==> config.mk <==
export PLATFORM = sky130hd
export DESIGN_NAME = onehot_alu
export DESIGN_NICKNAME = d
export VERILOG_FILES = /design/src/rtl/onehot_alu_pkg.sv /design/src/rtl/alu_op_decode.sv /design/src/rtl/alu_ripple_adder.sv /design/src/rtl/alu_shifter.sv /design/src/rtl/onehot_alu.sv
export SDC_FILE = /design/constraint.sdc
export NUM_CORES = 1
export LEC_CHECK = 0
export BUFFER_PORTS_ARGS = -buffer_cell sky130_fd_sc_hd__buf_2
export CORE_MARGIN = 3
export CORE_UTILIZATION = 30
export DETAILED_ROUTE_END_ITERATION = 12
export PLACE_DENSITY = 0.53
export SKIP_LAST_GASP = 1
export SLEW_MARGIN = 20
export SYNTH_ARGS = -nofsm -noshare
export SYNTH_HDL_FRONTEND = slang
export SYNTH_SLANG_ARGS = --single-unit
==> constraint.sdc <==
create_clock -name vclk -period 59.1
set_input_delay 5.91 -clock vclk [all_inputs]
set_output_delay 5.91 -clock vclk [all_outputs]
set_load 0.05 [all_outputs]
==> src/rtl/onehot_alu_pkg.sv <==
// Package: operation-word layout shared by the ALU, its checker and users.
// Assumes the select field sits directly above the control bit.
package onehot_alu_pkg;
    localparam int SEL_W = 9;
    localparam int OPW   = SEL_W + 1;

    // Bit positions inside the select field (order is part of the encoding)
    localparam int S_ADD  = 0;
    localparam int S_OR   = 1;
    localparam int S_AND  = 2;
    localparam int S_NOR  = 3;
    localparam int S_SLT  = 4;
    localparam int S_SLTU = 5;
    localparam int S_SLL  = 6;
    localparam int S_SRL  = 7;
    localparam int S_LUI  = 8;

    // Selects whose control bit must be 1; ADD/SUB accepts either value
    localparam logic [SEL_W-1:0] NEED_CTRL = (SEL_W'(1) << S_SLT) | (SEL_W'(1) << S_SLTU);
    localparam logic [SEL_W-1:0] FREE_CTRL = SEL_W'(1) << S_ADD;

    // Full operation words
    localparam logic [OPW-1:0] OPC_ADD  = OPW'(1) << (S_ADD + 1);
    localparam logic [OPW-1:0] OPC_SUB  = (OPW'(1) << (S_ADD + 1)) | OPW'(1);
    localparam logic [OPW-1:0] OPC_OR   = OPW'(1) << (S_OR + 1);
    localparam logic [OPW-1:0] OPC_AND  = OPW'(1) << (S_AND + 1);
    localparam logic [OPW-1:0] OPC_NOR  = OPW'(1) << (S_NOR + 1);
    localparam logic [OPW-1:0] OPC_SLT  = (OPW'(1) << (S_SLT + 1)) | OPW'(1);
    localparam logic [OPW-1:0] OPC_SLTU = (OPW'(1) << (S_SLTU + 1)) | OPW'(1);
    localparam logic [OPW-1:0] OPC_SLL  = OPW'(1) << (S_SLL + 1);
    localparam logic [OPW-1:0] OPC_SRL  = OPW'(1) << (S_SRL + 1);
    localparam logic [OPW-1:0] OPC_LUI  = OPW'(1) << (S_LUI + 1);
endpackage

==> src/rtl/alu_op_decode.sv <==
// Operation decoder: validates the operation word and passes on a clean
// one-hot select plus the adder invert/carry control. Assumes the layout
// in onehot_alu_pkg. An invalid word produces an all-zero select.
module alu_op_decode
    import onehot_alu_pkg::*;
(
    input  logic [OPW-1:0]   op_i,
    output logic [SEL_W-1:0] sel_o,
    output logic             inv_o
);
    logic [SEL_W-1:0] sel_raw;
    logic             ctrl;
    logic             ctrl_ok;
    logic             valid;

    assign sel_raw = op_i[OPW-1:1];
    assign ctrl    = op_i[0];

    // Purpose: accept only one-hot selects whose control bit fits the select
    always_comb begin
        ctrl_ok = ((sel_raw & FREE_CTRL) != '0) || (ctrl == ((sel_raw & NEED_CTRL) != '0));
        valid   = $onehot(sel_raw) && ctrl_ok;
        sel_o   = valid ? sel_raw : '0;
        inv_o   = valid & ctrl;
    end
endmodule

==> src/rtl/alu_ripple_adder.sv <==
// Ripple-carry adder with optional inversion of B. The invert input also
// drives the carry into bit 0, so invert=1 yields A - B. Reports carry-out
// and signed overflow (carry into MSB differs from carry out of MSB).
module alu_ripple_adder #(
    parameter int WIDTH = 32
) (
    input  logic [WIDTH-1:0] a_i,
    input  logic [WIDTH-1:0] b_i,
    input  logic             inv_i,
    output logic [WIDTH-1:0] sum_o,
    output logic             cout_o,
    output logic             ovf_o
);
    logic [WIDTH:0]   carry;
    logic [WIDTH-1:0] b_eff;

    assign carry[0] = inv_i;
    assign b_eff    = inv_i ? ~b_i : b_i;

    // One full adder per bit, chained through carry
    for (genvar i = 0; i < WIDTH; i++) begin : g_fa
        assign sum_o[i]   = a_i[i] ^ b_eff[i] ^ carry[i];
        assign carry[i+1] = (a_i[i] & b_eff[i]) | (carry[i] & (a_i[i] ^ b_eff[i]));
    end

    assign cout_o = carry[WIDTH];
    assign ovf_o  = carry[WIDTH] ^ carry[WIDTH-1];
endmodule

==> src/rtl/alu_shifter.sv <==
// Logarithmic logical shifter. Shifts right natively; a left shift is done
// by bit-reversing the input and the output. Zeros fill vacated bits.
module alu_shifter #(
    parameter int WIDTH = 32,
    parameter int SHW   = $clog2(WIDTH)
) (
    input  logic [WIDTH-1:0] data_i,
    input  logic [SHW-1:0]   amt_i,
    input  logic             left_i,
    output logic [WIDTH-1:0] data_o
);
    logic [WIDTH-1:0] rev_in;
    logic [WIDTH-1:0] rev_out;
    logic [WIDTH-1:0] stage [SHW+1];

    // Bit reversal of input and of final stage
    for (genvar i = 0; i < WIDTH; i++) begin : g_rev
        assign rev_in[i]  = data_i[WIDTH-1-i];
        assign rev_out[i] = stage[SHW][WIDTH-1-i];
    end

    assign stage[0] = left_i ? rev_in : data_i;

    // Stage s moves the word right by 2**s when amount bit s is set
    for (genvar s = 0; s < SHW; s++) begin : g_stage
        assign stage[s+1] = amt_i[s] ? (stage[s] >> (1 << s)) : stage[s];
    end

    assign data_o = left_i ? rev_out : stage[SHW];
endmodule

==> src/rtl/onehot_alu.sv <==
// Top: combinational ALU steered by a one-hot operation word. Combines the
// decoder, the shared adder, the shifter and the bitwise logic with an
// AND-OR result mux. Assumes WIDTH is even (LUI uses the halves).
module onehot_alu
    import onehot_alu_pkg::*;
#(
    parameter int WIDTH   = 32,
    parameter int SHAMT_W = $clog2(WIDTH)
) (
    input  logic [WIDTH-1:0]   a_i,
    input  logic [WIDTH-1:0]   b_i,
    input  logic [SHAMT_W-1:0] shamt_i,
    input  logic [OPW-1:0]     op_i,
    output logic [WIDTH-1:0]   result_o,
    output logic               zero_o
);
    localparam int HALF = WIDTH / 2;

    logic [SEL_W-1:0] sel;
    logic             inv;
    logic [WIDTH-1:0] sum;
    logic             cout;
    logic             ovf;
    logic [WIDTH-1:0] shifted;
    logic             lt_s;
    logic             lt_u;

    alu_op_decode u_dec (
        .op_i  (op_i),
        .sel_o (sel),
        .inv_o (inv)
    );

    alu_ripple_adder #(.WIDTH(WIDTH)) u_add (
        .a_i    (a_i),
        .b_i    (b_i),
        .inv_i  (inv),
        .sum_o  (sum),
        .cout_o (cout),
        .ovf_o  (ovf)
    );

    alu_shifter #(.WIDTH(WIDTH), .SHW(SHAMT_W)) u_shf (
        .data_i (b_i),
        .amt_i  (shamt_i),
        .left_i (sel[S_SLL]),
        .data_o (shifted)
    );

    // Purpose: derive comparison outcomes from the subtracting adder
    always_comb begin
        lt_s = sum[WIDTH-1] ^ ovf;
        lt_u = ~cout;
    end

    // Purpose: gate each candidate by its select bit and merge
    always_comb begin
        result_o = ({WIDTH{sel[S_ADD]}}  & sum)
                 | ({WIDTH{sel[S_OR]}}   & (a_i | b_i))
                 | ({WIDTH{sel[S_AND]}}  & (a_i & b_i))
                 | ({WIDTH{sel[S_NOR]}}  & ~(a_i | b_i))
                 | ({WIDTH{sel[S_SLT]}}  & {{(WIDTH-1){1'b0}}, lt_s})
                 | ({WIDTH{sel[S_SLTU]}} & {{(WIDTH-1){1'b0}}, lt_u})
                 | ({WIDTH{sel[S_SLL] | sel[S_SRL]}} & shifted)
                 | ({WIDTH{sel[S_LUI]}}  & {b_i[HALF-1:0], {HALF{1'b0}}});
        zero_o   = (result_o == '0);
    end
endmodule

==> results_dict.tcl <==
set metrics [dict create \
    peakVddDrop_uv 26.3 \
    viasPerCell 6.70 \
    layout_commonest_cell "buf_2" \
    synthesis.nets 975 \
    outcome "completed" \
    totalWireLength_um 32100 \
    drive_above_1_share_pct 20.0 \
    syn_area_um2 6230 \
    n_antenna_cell 0 \
    post-route-period-util_pct 52.8 \
    gr-usage-all-layers_pct 27.5 \
    antenna_found_initial 0 \
    worstSetupStartpointType "input port" \
    synth_area_per_cell_um2 7.32 \
    die_x_um 150 \
    cpMostUsedCell "fa_1" \
    grt_pass1_vias 7378 \
    hold_buffers 0 \
    flops_and_latches 0 \
    finalSetupTns_ns 0 \
    grt_pass1_wl_um 47100 \
    ios 112 \
    powerDensity_nw_per_um2 25.6 \
    max_cap_violations 0 \
    setup_violations 0 \
    rows 52 \
    ys_types 75 \
    dp.cells 1154 \
    gp_congestion 0.976 \
    endpoint_kind "output pin" \
    wire_per_inst_um 27.8 \
    n_clock_buffer 0 \
    hold_viol_final 0 \
    slew_viol_final 0 \
    crit_arrival_ns 25.29 \
    cp_slowest_stage_delay_ns 0.71 \
    crit_path_start "op_i[1]" \
    core_um2 20300 \
    die_area_um2 22500 \
    yosys_warnings 0 \
    synth_cells 851 \
    grt_max_degree 72 \
    fill_cells 2222 \
    finalWorstSetupSlack_ns 27.90 \
    endpoint "zero_o" \
    multi_input_area_um2 5750 \
    layout_common_cells "buf_2, nand2_1, mux2i_1, nor2_1, a21oi_1" \
    worstSetupPathType "in2out" \
    syn_to_final_growth_pct 10.5 \
    tightest_slew_ns 1.02 \
    drtIter0Drc 1151 \
    portBuffers 112 \
    cp_max_fo 32 \
    drtPass1Iterations 7 \
    hold_path.class "in2out" \
    cts_setup_buffers 0 \
    seq_area_frac_synth_pct 0 \
    relSlewSlack_pct 31.6 \
    num_vias 7730 \
    gr-total-overflow 0 \
    seqCellArea_um2 0 \
    slowest_stage "or4b_1" \
    initial_core_util_pct 30.7 \
    fin_cells 1154 \
    p_leak_nw 3.03 \
    fmax_mhz 32.1 \
    rsz0062_at_grt "false" \
    hold_ws_ns 12.40 \
    die_h_um 150 \
    ant_nets 0 \
    post_cts_resized 0 \
    dpl.hpwl_um 24600 \
    min_period_ns 31.20 \
    drc 0 \
    worstPathRequired_ns 53.19 \
    final_nets 1010 \
    place_ws_ns 27.92 \
]
==> cell families after synthesis <==
kind of cell,count (synthesis),share of synthesized area (%)
AND/OR/NAND/NOR,246,18.8
XOR/XNOR,34,4.90
AO/OA/AOI/OAI,302,36.7
buffers and inverters,128,8.22
multiplexers,96,17.9
adder cells (fa/ha/maj),45,13.5
==> per-stage QoR <==
| step | utilization (%) | instance area (um2) | total power [mW] |
|---|---|---|---|
| floorplan | - | 6230 | 0.122 |
| global placement | 33.9 | 6880 | 0.172 |
| detailed placement | 33.9 | 6880 | 0.172 |
| CTS | 33.9 | 6880 | 0.172 |
| global route | 33.9 | 6880 | 0.187 |
| finish | 33.9 | 6880 | 0.176 |
==> worst min-delay path by stage <==
stage / startpoint / endpoint / slack [ns] / depth (start not counted)
final: a_i[10] / result_o[10] / 12.40 / 4
after global routing: a_i[10] / result_o[10] / 12.43 / 4
after CTS: a_i[10] / result_o[10] / 12.40 / 4
after detailed placement: a_i[10] / result_o[10] / 12.40 / 4
after global placement: a_i[10] / result_o[10] / 12.40 / 4
after floorplan: a_i[29] / result_o[29] / 12.22 / 3
==> final cells by class <==
| class | count | area share [%] |
|---|---|---|
| Timing Repair Buffer | 126 | 9.67 |
| Multi-Input combinational cell | 723 | 83.5 |
| Tap cell | 270 | 4.91 |
| Inverter | 35 | 1.91 |
==> critical path: cells and delay by family <==
family / cells / cell delay (ns)
AOI/OAI and AO/OA: 5 / 1.14
adders and majority gates: 35 / 14.38
and+or+nand+nor: 6 / 2.84
buffers and inverters: 5 / 0.66
xor gates and xnor gates: 1 / 0.33
==> report_power, final <==
group	switching, mW	internal, mW	leakage [nW]	total, mW
combinational	0.119	0.0567	3.03	0.176
clock	0	0	0	0
sequential	0	0	0	0
total	0.119	0.0567	3.03	0.176
==> cells in the mapped netlist, types with 7 or more instances <==
master,n,area (um2)
nor3_1,36,180
nand3_1,24,120
a211oi_1,11,82.6
mux2i_1,61,611
buf_1,19,71.3
mux2_2,22,248
a21o_1,30,225
inv_1,33,124
ha_1,8,100
mux4_2,9,203
a221o_1,22,220
nor2_1,54,203
o221ai_1,16,140
o211ai_1,11,82.6
fa_1,37,741
o21ai_0,36,180
o22ai_1,9,56.3
a21oi_1,43,215
a22oi_1,13,97.6
nand2_1,77,289
a211o_1,7,61.3
clkbuf_1,58,218
a221oi_1,24,210
xnor2_1,31,272
buf_2,13,65.1
==> layer usage <==
metal	GRT usage, %	share of wire (%)
met5	0	0
met1	35.4	38
met4	14.4	6.8
met3	6.83	11
met2	42.6	44
Power figures use the tool's default switching activity.
